**src/rtl/scatter_timer.sv**
```systemverilog
module scatter_timer #(
  parameter logic [15:0] SEED    = 16'hACE1,
  parameter int          DELAY_W = 3
) (
  input  logic clk,
  input  logic rst_n,
  input  logic tick,
  input  logic arm,
  input  logic ack,
  output logic tx_irq,
  output logic busy
);

  typedef enum logic [1:0] {S_IDLE, S_WAIT, S_PEND} state_t;

  state_t             state;
  logic [15:0]        lfsr;
  logic [DELAY_W-1:0] cnt;
  logic               fb;

  assign fb     = lfsr[15] ^ lfsr[13] ^ lfsr[12] ^ lfsr[10];
  assign busy   = (state != S_IDLE);
  assign tx_irq = (state == S_PEND);

  always_ff @(posedge clk or negedge rst_n) begin
    if (!rst_n)    lfsr <= SEED;
    else if (tick) lfsr <= {lfsr[14:0], fb};
  end

  always_ff @(posedge clk or negedge rst_n) begin
    if (!rst_n) begin
      state <= S_IDLE;
      cnt   <= '0;
    end else begin
      case (state)
        S_IDLE: if (arm) begin
          state <= S_WAIT;
          cnt   <= lfsr[DELAY_W-1:0];
        end
        S_WAIT: if (tick) begin
          if (cnt == '0) state <= S_PEND;
          else           cnt   <= cnt - 1'b1;
        end
        S_PEND: if (ack) state <= S_IDLE;
        default: state <= S_IDLE;
      endcase
    end
  end

  p_lfsr_nonzero_r2: assert property (@(posedge clk) disable iff (!rst_n) lfsr != 16'h0);
  p_lfsr_hold_r2: assert property (@(posedge clk) disable iff (!rst_n) !tick |=> $stable(lfsr));
  p_irq_on_tick_r4: assert property (@(posedge clk) disable iff (!rst_n) $rose(tx_irq) |-> $past(tick));
  p_irq_held_r6: assert property (@(posedge clk) disable iff (!rst_n) tx_irq && !ack |=> tx_irq);
  p_ack_clears_r6: assert property (@(posedge clk) disable iff (!rst_n) tx_irq && ack |=> !busy);
  p_arm_ignored_r7: assert property (@(posedge clk) disable iff (!rst_n)
    busy && !tx_irq && arm && !tick |=> $stable(cnt) && busy && !tx_irq);
  p_idle_quiet_r9: assert property (@(posedge clk) disable iff (!rst_n) !busy |=> !tx_irq);

endmodule

```
**config.mk**
```make
export PLATFORM = sky130hd
export DESIGN_NAME = scatter_timer
export DESIGN_NICKNAME = d
export VERILOG_FILES = /design/src/rtl/scatter_timer.sv
export SDC_FILE = /design/constraint.sdc
export NUM_CORES = 1
export LEC_CHECK = 0
export ABC_AREA = 1
export BUFFER_PORTS_ARGS = -buffer_cell sky130_fd_sc_hd__buf_2
export CAP_MARGIN = 15
export CORE_UTILIZATION = 55
export CTS_CLUSTER_DIAMETER = 120
export CTS_CLUSTER_SIZE = 30
export DETAILED_ROUTE_END_ITERATION = 8
export PLACE_DENSITY = 0.78
export SLEW_MARGIN = 15
export SYNTH_ARGS = -nofsm -noshare
export SYNTH_HDL_FRONTEND = slang
export SYNTH_SLANG_ARGS = --single-unit
export TNS_END_PERCENT = 1
```
**constraint.sdc**
```tcl
create_clock -name clk -period 1.8 [get_ports clk]
set_clock_uncertainty 0.1 [all_clocks]
set_input_delay 0 -clock clk [delete_from_list [all_inputs] [get_ports clk]]
set_output_delay 0 -clock clk [all_outputs]
set_load 0.02 [all_outputs]
```
# Yosys cells after proc, flatten, opt, wreduce, memory -nomap -nowiden
# Cells that the tools add are included.
# op_classes
n_eq_ne	7
bitwise	3
reduce_logical	6
mux	9
n_addsub	1
# op_table
operator	count
$ne A2 B2 Y1 const B	5
$mux W3	3
$mux W2	4
$reduce_and A4 Y1	2
$pmux W2 S3	1
$pmux W3 S2	1
$reduce_bool A2 Y1	2
$logic_not A3 Y1	1
$sub A3 B1 Y3 const B	1
$xor A1 B1 Y1	3
$eq A2 B1 Y1 const B	1
$eq A2 B2 Y1 const B	1
$logic_not A2 Y1	1
# word_totals
regBits	21
elab_cells	29
out_inout_bits	2

# Depth between registers and ports, before layout
# Gate-level depths: netlist (run 1).
# depth
depth_word	4
depth_mapped	8
depth_no_buf	8

# Worst setup path after synthesis (run 1)
# No wires, ideal clock.
# synth_timing
path_type	register to register
start	register cnt[0]
end	register cnt[0]
setup_time_ps	116
t_arrival_ps	1209
slack_ps	375
required_time_ps	1584
stages_incl_launch_ff	8
path_cell_list	dfrtp_1 inv_1 ha_1 ha_1 a21oi_1 nand3_1 nand2_1 nand2_1
# synth_via
elab_chain_len	4
elab_cells_between_ends	7
cone_classes	1 x add/sub; 1 x eq/ne; 3 x mux; 2 x reduce/logical
# synth_rtl
item	line_no	rtl
from (decl)	18	logic [DELAY_W-1:0] cnt;
from (signal assigned)	38	cnt <= lfsr[DELAY_W-1:0];
from (signal assigned)	42	else cnt <= cnt - 1'b1;
$sub A3 B1 Y3	42	
$mux W3	41	if (cnt == '0) state <= S_PEND;
$mux W3	40	S_WAIT: if (tick) begin
$pmux W3 S2	35	case (state)
# Parallel ways exist; a longest one is shown, timed or not. The select of a mux whose other input is x is not followed.
# A chain may end at the register's enable or synchronous reset.

# Worst setup path after layout (run 1)
# layout_timing
start	register cnt[0]
end	register state[1]
# layout_via
elab_chain_len	3
# layout_rtl
item	line_no	rtl
$logic_not A3 Y1	41	
$ne A2 B2 Y1 (no line)	-	
$reduce_and A4 Y1 (no line)	-	
to (signal assigned)	41	
to (signal assigned)	44	S_PEND: if (ack) state <= S_IDLE;
to (signal assigned)	45	default: state <= S_IDLE;
to (decl)	16	state_t state;
# Every way passes these cells.

==> results by stage, run 1 <==
Global route:
- The first global-routing pass estimated 2960 um of wire.
- The maximum number of pins on one net before global-route repair is 22.
- The total global-route track usage is 0.207.
- The remaining global-route overflow is 0.
- The number of global-route vias before repair is 704.
- The number of antenna violations at the first check in global routing is 0.

Yosys:
- The main combinational cell family by area after synthesis is simple AND/OR/NAND/NOR gates.
- The xor/xnor cell area share of the yosys netlist is 0.00895.
- The share of the yosys chip area belonging to registers is 0.547.
- Yosys printed 0 warnings.
- Averaged over all synthesized cells, the footprint is 8.36 sq um.
- The share of the synthesized area in compound gates (AO/OA/AOI/OAI) is 0.0921.
- Synthesis produced a netlist whose cell count is 117.
- The register bit total from synthesis is 21.
- Of the total synthesized cell area, the portion taken by AND, OR, NAND and NOR gates is 0.233.
- Of the total synthesized cell area, the portion taken by full adders, half adders and majority gates is 0.0256.
- The post-synth net total is about 120.
- The post-synthesis instance area is between 900 and 1000 sq um.
- The multiplexer area fraction after synthesis is 0.
- The synthesized netlist contains 19 unique library cells.

Timing:
- The total count of max-transition violations in the final report is 0.
- The actual transition at the worst max-transition pin is 0.452 ns.
- The final-layout setup total negative slack is 0 ns.
- The number of endpoints with negative hold slack in the final report is 0.
- The peak clock frequency supported by timing is 571 MHz.
- The clock period minus worst slack is 1.75 ns.
- Setup repair after global routing left no endpoint under its margin.
- The number of failing setup endpoints in the final timing report is 0.
- In the finished design, the share of the clock period the worst path needs comes to 0.974.
- The worst-case headroom to the max-slew limit is 0.699.

Die:
- In this run the standard cell core region covers 1580 sq um.
- The width of the die is about 44 um.
- 7 I/O pins were placed.
- The floorplan step set the die height to 44.2 um.
- After floorplanning, the core was divided into 14 placement rows.
- The total die area is 1950 sq um.
- The initial standard-cell utilization of the core is 0.621.

Cells and area:
- The fraction of layout cells with a size suffix above 1 is 0.188.
- Summing all flip-flop and latch instances after layout gives 536 sq um.
- The number of antenna diodes is 0.
- The area of combinational cells with multiple inputs is about 350 sq um.
- After the last flow step, the layout net total stands at 136.
- The final standard cell utilization of the core is 0.681.
- The growth of design area from synthesis to finish is 9.72%.
- The number of fill cells is 135.

Clock tree:
- The CTS tree is done.
- The total clock buffers created by CTS is 3.
- For this design, the sink count on the clock tree is 21.
- The count of instances resized after the clock tree is built is 0.
- The maximum count of clock buffers along a single path is 2.
- The deepest level of the CTS H-tree is 1.
- The later-pin clock latency in the skew report is 0.29 ns.
- The clock root buffer is sky130_fd_sc_hd__clkbuf_4.
- The clock-pin transition on the worst setup and hold timing paths is 0.11 ns.
- The number of post-CTS setup repair buffers is 0.

Route:
- After detailed routing, the number of remaining DRC violations is 0.
- The detailed-route wire length per cell is 11.1 um.
- The number of nets still failing antenna checks after routing is 0.
- The first detailed-routing pass ran for 4 iterations.
- The total length of routed wires is between 1500 and 2000 um.
- The via count normalized by instance count is 4.91.
- The DRC violation total after the first TritonRoute iteration is 14.
- The detailed router placed 707 vias in this run.

Power and ir drop:
- The power density over cell area is 1360 nW/um^2.
- The highest ir drop seen on vdd is 0.000850 V.
- The analysis attributes to cell leakage a power of 0.542 nW.

Critical path:
- The delay contributed by the slowest stage of the critical path is 0.55 ns.
- STA classifies the critical path endpoint as a register.
- The critical-path maximum fanout is 3.
- The slowest cell on the critical path is sky130_fd_sc_hd__dlygate4sd3_1.
- The most common cell type on the critical path is sky130_fd_sc_hd__ha_1.
- The signal on the critical path passes through inv_1, ha_1, ha_1, nand3_1, o21ai_1, dlygate4sd3_1.
- STA classifies the critical path startpoint as a register.
- The critical path is of the register to register type.
- The critical path data arrival time is approximately 1.8 ns.
- Data on the critical path is required at its endpoint by 1.89 ns.

Worst hold path:
- The tightest min-delay check is of the input port to register type.

Placement:
- The number of buffers inserted by port buffering is 6.
- The final weighted congestion of routability-driven global placement is 0.815.
- The detailed-placement wirelength estimate is 1110 um.

Run:
- The tool flagged a number of max-cap violations equal to 0.

Outcome:
- The run finished with clean final reports.
per-stage QoR:
step | hold WS [ns] | instances | total power [mW] | setup WS, ns | cell area (sq um)
floorplan | -0.396 | 117 | 1.11 | 0.375 | 978
global placement | -0.127 | 136 | 1.20 | 0.319 | 1010
detailed placement | -0.119 | 136 | 1.23 | 0.241 | 1010
CTS | 0.0438 | 144 | 1.47 | 0.0805 | 1070
global route | 0.0975 | 144 | 1.59 | 0.00694 | 1070
finish | 0.0467 | 144 | 1.46 | 0.0476 | 1070
cell usage after synthesis, drive strengths merged:
library cell / instances / area (sq um)
a21oi: 1 / 5.00
buf: 3 / 21.3
dfrtp: 13 / 325
dfstp: 8 / 210
ha: 2 / 25.0
inv: 18 / 70.1
nand2: 45 / 174
nand3: 4 / 25.0
nor2: 5 / 28.8
o21ai: 17 / 85.1
xnor2: 1 / 8.76
timing repair:
action                                  CTS  global route
endpoints found under the hold margin    32             0
hold buffers                              4             0
endpoints found under the setup margin    0             0
worst max-delay path: cells and delay by family (launching register included):
| family | cells | cell delay [ns] |
|---|---|---|
| adders and majority gates | 2 | 0.38 |
| DFF | 1 | 0.39 |
| and+or+nand+nor | 1 | 0.09 |
| buffers and inverters | 2 | 0.61 |
| AOI/OAI and AO/OA | 1 | 0.07 |
final cells by class:
type,count,share of cell area
multi-input cells,75,0.328
repair buffers,10,0.0653
inverters,18,0.0653
clock buffers,4,0.0245
flip-flops and latches,21,0.499
well taps,16,0.0186
kinds of logic (layout without fill, tap and decap cells):
group,after synthesis,in the layout
buf+inv,21,32
fa+ha+maj,2,2
flops,21,21
xor+xnor,1,1
compound gates,18,18
simple gates,54,54
cell usage in the layout (no fill, tap or decap), drive strengths merged, types with 4 or more instances in the layout:
cell type and count:
dfstp 8, inv 18, nand3 4, nor2 5, nand2 45, o21ai 17, buf 6, dlygate4sd3 4
clkbuf 4, dfrtp 13
state kept, by name, indices dropped and copies added (netlist names):
register and count:
state 2, lfsr 16, cnt 3
where the power goes:
group / switching, mW / total (mW) / internal [mW]
registers: 0.0938 / 0.718 / 0.624
logic: 0.319 / 0.528 / 0.209
clock network: 0.132 / 0.218 / 0.0863
total: 0.545 / 1.46 / 0.919
layer usage:
| metal | track usage | wire length, um |
|---|---|---|
| met1 | 0.296 | 816 |
| met2 | 0.338 | 737 |
| met3 | 0.0245 | 28 |
| met4 | 0.0545 | 19 |
| met5 | 0 | 0 |
path summary, 6_finish.rpt:
| kind | slack (ns) | endpoint | start | cells after the start |
|---|---|---|---|---|
| hold / removal | 0.05 | state[0] | arm | 5 |
| min in group asynchronous | 0.07 | state[1] | rst_n | 2 |
| setup reg to reg | 0.05 | state[1] | cnt[0] | 6 |
| max in group asynchronous | 1.19 | lfsr[7] | rst_n | 2 |
| hold reg to reg | 0.38 | lfsr[9] | lfsr[9] | 2 |
| setup / recovery | 0.05 | state[1] | cnt[0] | 6 |
Power figures use the tool's default switching activity.
==> run 2, diff against run 1 <==
--- a/config.mk
+++ b/config.mk
@@ -5,7 +5,7 @@
 export SDC_FILE = /design/constraint.sdc
 export NUM_CORES = 1
 export LEC_CHECK = 0
-export ABC_AREA = 1
+export ABC_AREA = 0
 export BUFFER_PORTS_ARGS = -buffer_cell sky130_fd_sc_hd__buf_2
 export CAP_MARGIN = 15
 export CORE_UTILIZATION = 55
==> run 2 against run 1 <==
Net effect:
- synthesized area down 5.0%
- final cell count down 31%
- wire length down 1.5%
- power up 30%
- first-iteration DRC count down 64%
- flip-flop and latch count unchanged
- critical endpoint is now cnt[1]
- final area down 0.23%
- hold slack worse by 0.013 ns
- highest routed layer unchanged
- core utilization up 1.4 points
- global-route usage down 2.2 points
- die area down 4.8%
- register-to-register slack worse by 0.03 ns
==> results by stage, run 2 <==
Placement:
- Detailed placement ended at an HPWL of 949 um.
- The area of placed instances is approximately 970 sq um.
- Before CTS, the worst setup slack after placement is -0.0103 ns.
- The count of buffers added on input and output ports is 6.
- The final weighted congestion of routability-driven global placement is 0.815.

Cells and area:
- More flip-flops sit in one register than any other, and that register is lfsr.
- The growth of design area from synthesis to finish is 15.2%.
- The post-route standard cell area excluding fillers is 1070 sq um.
- The number of nets in the finished design is 92.
- The repair_antennas step left the layout with diodes totalling 0.
- For this run, the share of the core covered by cells in the final layout is 0.695.
- The library cells used most frequently in the layout, excluding fill and tap cells, are 13 x sky130_fd_sc_hd__mux2_2, 13 x sky130_fd_sc_hd__dfrtp_1, 8 x sky130_fd_sc_hd__dfstp_2.
- The register with the most flip-flops in the layout has 16 of them.
- The largest registers in the layout are lfsr x16, cnt x3, state x2.
- The fraction of layout cells with a size suffix above 1 is 0.488.

Global route:
- The first-pass GRT wire length is 2470 um.
- Entering global routing, the biggest net connects 22 pins.
- The number of antenna violations at the first check in global routing is 0.
- After global routing the overflow that remains totals 0.
- The total global-route track usage is 0.185.
- The number of global-route vias before repair is 560.

Critical path:
- The worst setup path is launched from a register.
- The slowest cell on the critical path is sky130_fd_sc_hd__dfrtp_1.
- The most common cell type on the critical path is sky130_fd_sc_hd__ha_4.
- On the critical path the largest part of the delay comes from flip-flops.
- In this run the number of cells on the critical path is 6.
- The endpoint required time on the critical path is 1.89 ns.
- The signal on the critical path passes through inv_2, ha_4, ha_4, nand3b_1, a21oi_2, mux2_4.
- Measured in cells, the most critical reg-to-reg path has a length of 6.
- The critical path in this run is classified as register to register.
- The endpoint class of the critical path is a register.
- Together, buffers and inverters on the worst path number 1.
- The critical-path maximum fanout is 3.
- In this design, the stage delay of the slowest critical-path cell is 0.39 ns.
- The critical path data arrival time is 1.87 ns.

Yosys:
- Counting flops with an async set or reset pin after synthesis yields a share of 1.00.
- The most used flip-flop cell after synthesis is sky130_fd_sc_hd__dfrtp_1.
- After synthesis, the cell types taking the most area are sky130_fd_sc_hd__dfrtp_1 35%, sky130_fd_sc_hd__dfstp_2 23%, sky130_fd_sc_hd__mux2_2 18%, sky130_fd_sc_hd__inv_1 2.8%, sky130_fd_sc_hd__xnor2_1 2.8%.
- The share of the yosys chip area belonging to registers is 0.576.
- The mapped netlist covers 930 sq um.
- The share of synthesized area in the top cell type comes to 0.350.
- For this run, the number of Yosys warnings is 0.
- The biggest area contributor in the post-synthesis netlist is sky130_fd_sc_hd__dfrtp_1.
- Sorting the synthesized cells by how often they occur yields 15 x sky130_fd_sc_hd__mux2_2, 13 x sky130_fd_sc_hd__dfrtp_1, 8 x sky130_fd_sc_hd__dfstp_2.
- The per-instance average area after synthesis is around 13 sq um.
- Synthesis produced a netlist whose cell count is 71.
- The cell with the most instances after synthesis is sky130_fd_sc_hd__mux2_2.
- The number of library cell types mapped by synthesis is 21.
- The post-synth net total is 78.
- Synthesis inferred 21 register bits.
- Counting flops with a built-in enable in the synthesized netlist gives 0.

Die:
- The initial standard-cell utilization of the core is 0.603.
- The number of placement rows is 14.
- The number of placed I/O pins is 7.
- The die covers 1860 sq um.
- In this run the horizontal extent of the chip is ~43 um.
- In this run the vertical extent of the chip is 43.1 um.
- The placeable core region is roughly 1500 sq um.

Clock tree:
- In this run, CTS created clock tree buffers numbering 3.
- The clock root buffer is sky130_fd_sc_hd__clkbuf_4.
- The CTS tree is done.
- The maximum count of clock buffers along a single path is 2.
- The deepest level of the CTS H-tree is 1.
- The clock-pin transition on the worst setup and hold timing paths is roughly 0.11 ns.
- The later-pin clock latency in the skew report is around 0.29 ns.
- The number of sinks driven by the clock tree is 21.

Route:
- The detailed-route wire length per cell is 15.8 um.
- The number of iterations in the first detailed-routing pass is 4.
- The via count normalized by instance count is approximately 5.5.
- For this block, the routed nets add up to 1580 um of wire.
- Summing over every cut layer, the via total after detailed routing is 552.
- The DRC violation total after the first TritonRoute iteration is 5.
- The number of nets still failing antenna checks after routing is 0.
- The DRC violation count after routing is 0.

Timing:
- The least setup slack across all paths after layout is ~0.019 ns.
- Setup repair after global routing could not meet its margin everywhere.
- The final period utilization is 0.990.
- The number of endpoints with negative hold slack in the final report is 0.
- The total count of max-transition violations in the final report came to 0.
- For this run, the top clock speed supported by timing is 561 MHz.
- The actual transition at the worst max-transition pin is 0.460 ns.
- Measured against its own limit, the worst slew margin works out to 0.693.
- The smallest clock period supported by the final layout is computed as 1.78 ns.
- The number of failing setup endpoints in the final timing report is 0.

Power and ir drop:
- Summed over all cells, the static leakage comes to slightly below 0.5 nW.
- For this design the ratio of total power to cell area is 1780 nW/um^2.
- Across the VDD grid, the largest voltage drop is 0.00114 V.

Outcome:
- The run finished with clean final reports.

Worst hold path:
- The count of cells along the worst hold path is 3.
- The tightest min-delay check is of the input port to register type.

Run:
- The reported max-cap violation count is 0.
-- run 2: cell count changes in the layout (fill, tap and decap cells not counted), sizes merged, moves of 4 or more --
cell and change:
nand2 -42, mux2 +15, o21ai -15, inv -11
buf +4, nand3 -4, nor2 -4
-- run 2: area by class of cell --
cell class | instances | area, sq um
fill | 126 | 470
tap | 16 | 20.0
clock buffer | 4 | 26.3
timing repair buffer | 12 | 80.1
inverter | 7 | 26.3
sequential | 21 | 536
multi-input combinational | 40 | 383
-- run 2: final timing paths --
| kind | startpoint | to | slack, ns |
|---|---|---|---|
| max in group asynchronous | rst_n | lfsr[7] | 1.18 |
| worst max-delay path | cnt[0] | cnt[1] | 0.02 |
| worst min-delay path | tick | lfsr[0] | 0.03 |
| worst min register to register | lfsr[8] | lfsr[9] | 0.41 |
| worst max register to register | cnt[0] | cnt[1] | 0.02 |
| min in group asynchronous | rst_n | lfsr[2] | 0.07 |
-- run 2: power by group --
part	internal (mW)	switching, mW
clock	0.0861	0.133
sequential	0.748	0.142
combinational	0.456	0.343
total	1.29	0.618
-- run 2: cell families after synthesis --
kind of cell,after synthesis,synth area share
DFF,21,0.576
and+or+nand+nor,9,0.0511
xor gates and xnor gates,3,0.0283
buffers and inverters,10,0.0471
muxes,17,0.203
AOI/OAI and AO/OA,9,0.0673
adders and majority gates,2,0.0269
-- run 2: worst reg2reg max path, stage by stage (launching register included) --
cell and delay [ns]:
sky130_fd_sc_hd__dfrtp_1 0.39, sky130_fd_sc_hd__inv_2 0.06, sky130_fd_sc_hd__ha_4 0.16, sky130_fd_sc_hd__ha_4 0.15
sky130_fd_sc_hd__nand3b_1 0.19, sky130_fd_sc_hd__a21oi_2 0.29, sky130_fd_sc_hd__mux2_4 0.33
-- run 2: repair_timing --
action / CTS / global route
resized for setup: 0 / 7
pin swaps: 1 / 3
endpoints found under the setup margin: 2 / 3
hold buffers: 2 / 0
hold endpoints to repair: 22 / 0
buffers inserted: 1 / 2
-- run 2: per-layer routing --
metal  track usage  wire [um]  up-vias
li1              -          -      266
met1         0.235        705      276
met2         0.299        810        8
met3        0.0383         41        2
met4        0.0909         20        0
met5             0          0        -
-- run 2: through the flow --
step                hold slack (ns)  TNS (ns)  cells  power (mW)
floorplan                    -0.396         0     71        1.38
global placement             -0.134         0     91        1.47
detailed placement           -0.133   -0.0109     91        1.52
CTS                          0.0303         0     98        1.76
global route                 0.0647   -0.0657    100        2.03
finish                       0.0333         0    100        1.91
==> run 3, diff against run 2 <==
--- a/config.mk
+++ b/config.mk
@@ -12,7 +12,7 @@
 export CTS_CLUSTER_DIAMETER = 120
 export CTS_CLUSTER_SIZE = 30
 export DETAILED_ROUTE_END_ITERATION = 8
-export PLACE_DENSITY = 0.78
+export PLACE_DENSITY = 0.86
 export SLEW_MARGIN = 15
 export SYNTH_ARGS = -nofsm -noshare
 export SYNTH_HDL_FRONTEND = slang
==> run 3 against run 2 <==
Net effect:
- final area is 0.58% lower
- flip-flop and latch count unchanged
- critical path depth is the same
- largest cell class unchanged
- combinational power fell by 7.4%
- final cell count shrank 2.0%
- via count decreased by 5.8%
- critical endpoint unchanged
- register-to-register slack gained 0.06 ns
- die area is the same
==> results by stage, run 3 (synthesis results as in run 2) <==
Outcome:
- The flow ran to the end, and the final reports show no timing, DRC or antenna violations.

Clock tree:
- The maximum count of clock buffers along a single path is 2.
- The clock-pin transition on the worst setup and hold timing paths is 0.11 ns.
- The deepest level of the CTS H-tree is 1.
- The clock root buffer is sky130_fd_sc_hd__clkbuf_4.
- The total clock buffers created by CTS is 3.
- TritonCTS built the clock tree.
- Clock tree synthesis found a total of 21 sinks.
- The later-pin clock latency in the skew report is 0.29 ns.

Cells and area:
- The number of fill cells is 112.
- The number of nets in the finished design is 90.
- The fraction of layout cells with a size suffix above 1 is 0.488.
- The top cell types in the final layout, fill and taps aside, are 13 x sky130_fd_sc_hd__mux2_2, 13 x sky130_fd_sc_hd__dfrtp_1, 8 x sky130_fd_sc_hd__dfstp_2.
- The number of antenna diodes in the final layout is 0.
- The growth of design area from synthesis to finish is 14.5%.
- lfsr holds more flip-flops than any other register.
- The largest registers in the layout are lfsr x16, cnt x3, state x2.
- The number of flip-flops in the largest register is 16.

Critical path:
- The critical path startpoint category is a register.
- For the worst setup path, the data required time is 1.89 ns.
- The endpoint class of the critical path is a register.
- In this run the worst path has a maximum fanout of 4.
- For the worst setup path, the data arrival time is 1.81 ns.
- The setup path with the least slack is of type register to register.

Timing:
- The number of failing setup endpoints in the final timing report is 0.
- The least setup slack across all paths after layout is 0.0768 ns.
- The final-layout setup total negative slack is 0 ns.
- The number of endpoints with negative hold slack in the final report was 0.
- The routed design could run at a clock period as short as between 1.5 and 2 ns.
- The peak clock frequency supported by timing is 580 MHz.
- The worst-case headroom to the max-slew limit is 0.707.
- In the finished design, the share of the clock period the worst path needs comes to 0.957.
- For the pin with the worst max-slew slack, the measured transition is 0.439 ns.
- Setup repair after global routing left no endpoint under its margin.
- The total count of max-transition violations in the final report came to 0.

Run:
- The tool flagged a number of max-cap violations equal to 0.

Global route:
- After global routing the overflow that remains totals 0.
- The number of antenna violations at the first check in global routing is 0.
- The total global-route track usage is 0.165.
- The first-pass GRT wire length is 2240 um.
- The number of global-route vias before repair is approximately 530.
- The maximum number of pins on one net before global-route repair is 22.

Placement:
- Routability-driven placement finished with a final weighted congestion of 0.733.
- Prior to clock tree synthesis, the placed netlist has a worst setup slack of 0.0132 ns.
- In this run the tool buffered the top-level ports with 6 buffer cells.
- The HPWL after detailed placement is 882 um.

Route:
- The via count normalized by instance count is approximately 5.3.
- The via count is 520.
- Once detail routing completed, the nets flagged for antenna violations numbered 0.
- The total length of routed wires is 1380 um.
- The first routing iteration left 4 violations.
- The detailed-route wire length per cell is about 14 um.
- The pre-antenna-repair detailed-routing pass consisted of 4 iterations.
- The DRC violation count after routing is 0.

Die:
- Row generation in the floorplan step produced 14 rows.
- The overall die height is 43.1 um.
- For this design the top-level I/O count stands at 7.
- The total die area is 1860 sq um.
- The placeable core region is approximately 1500 sq um.
- The die is 43.1 um wide.
- The initial standard-cell utilization of the core is 0.603.

Power and ir drop:
- The power density over cell area is 1730 nW/um^2.
- The worst-case IR drop observed on VDD is 0.000893 V.
- The standby leakage power is 0.483 nW.

Worst hold path:
- The class of the worst hold path is input port to register.
run 3: cell types whose count changed in the layout (fill, tap and decap cells not counted):
cell	change
sky130_fd_sc_hd__a21oi_2	-1
sky130_fd_sc_hd__a21oi_4	+1
sky130_fd_sc_hd__buf_4	-2
sky130_fd_sc_hd__clkinv_2	+1
sky130_fd_sc_hd__clkbuf_1	-1
run 3: per-layer routing:
metal  share of wire  up-vias  wire length (um)  track usage
li1                -      258                 -            -
met1            0.45      252               625        0.198
met2            0.51        8               709        0.278
met3           0.027        2                37       0.0383
met4          0.0065        0                 9       0.0727
met5               0        -                 0            0
run 3: final timing paths:
kind,startpoint,endpoint,slack [ns],depth (start not counted)
worst max register to register,cnt[0],cnt[1],0.08,6
worst max-delay path,cnt[0],cnt[1],0.08,6
min in group asynchronous,rst_n,lfsr[14],0.07,2
worst min-delay path,tick,lfsr[0],0.03,3
worst min register to register,lfsr[4],lfsr[4],0.41,1
max in group asynchronous,rst_n,lfsr[11],1.20,2
run 3: through the flow:
step / power [mW] / cells / area (sq um) / hold slack (ns) / utilization
detailed placement: 1.51 / 91 / 970 / -0.129 / 0.629
finish: 1.84 / 98 / 1060 / 0.0344 / 0.691
floorplan: 1.38 / 71 / 930 / -0.396 / -
CTS: 1.73 / 97 / 1020 / 0.0288 / 0.660
global route: 1.98 / 98 / 1060 / 0.0617 / 0.691
global placement: 1.47 / 91 / 970 / -0.136 / 0.629
run 3: layout make-up:
cell class / instances / area, sq um / area share
tap: 16 / 20.0 / 0.0188
clock inverter: 1 / 5.00 / 0.00470
sequential: 21 / 536 / 0.503
timing repair buffer: 10 / 65.1 / 0.0611
inverter: 7 / 26.3 / 0.0247
clock buffer: 3 / 22.5 / 0.0212
multi-input combinational: 40 / 390 / 0.367
run 3: power breakdown:
group / switching [mW] / internal, mW
clock network: 0.133 / 0.0826
logic: 0.320 / 0.421
registers: 0.136 / 0.747
total: 0.589 / 1.25
run 3: critical path, cell delays in order, from the launching register on:
cell and delay (ns):
sky130_fd_sc_hd__dfrtp_1 0.38, sky130_fd_sc_hd__inv_2 0.06, sky130_fd_sc_hd__ha_4 0.16, sky130_fd_sc_hd__ha_4 0.14
sky130_fd_sc_hd__nand3b_1 0.22, sky130_fd_sc_hd__a21oi_4 0.24, sky130_fd_sc_hd__mux2_4 0.32
run 3: repair_timing:
item,in CTS,in global routing
endpoints found under the setup margin,2,2
hold buffers,2,0
resized for setup,0,8
buffers inserted,0,1
endpoints found under the hold margin,22,0
pin swaps,1,1
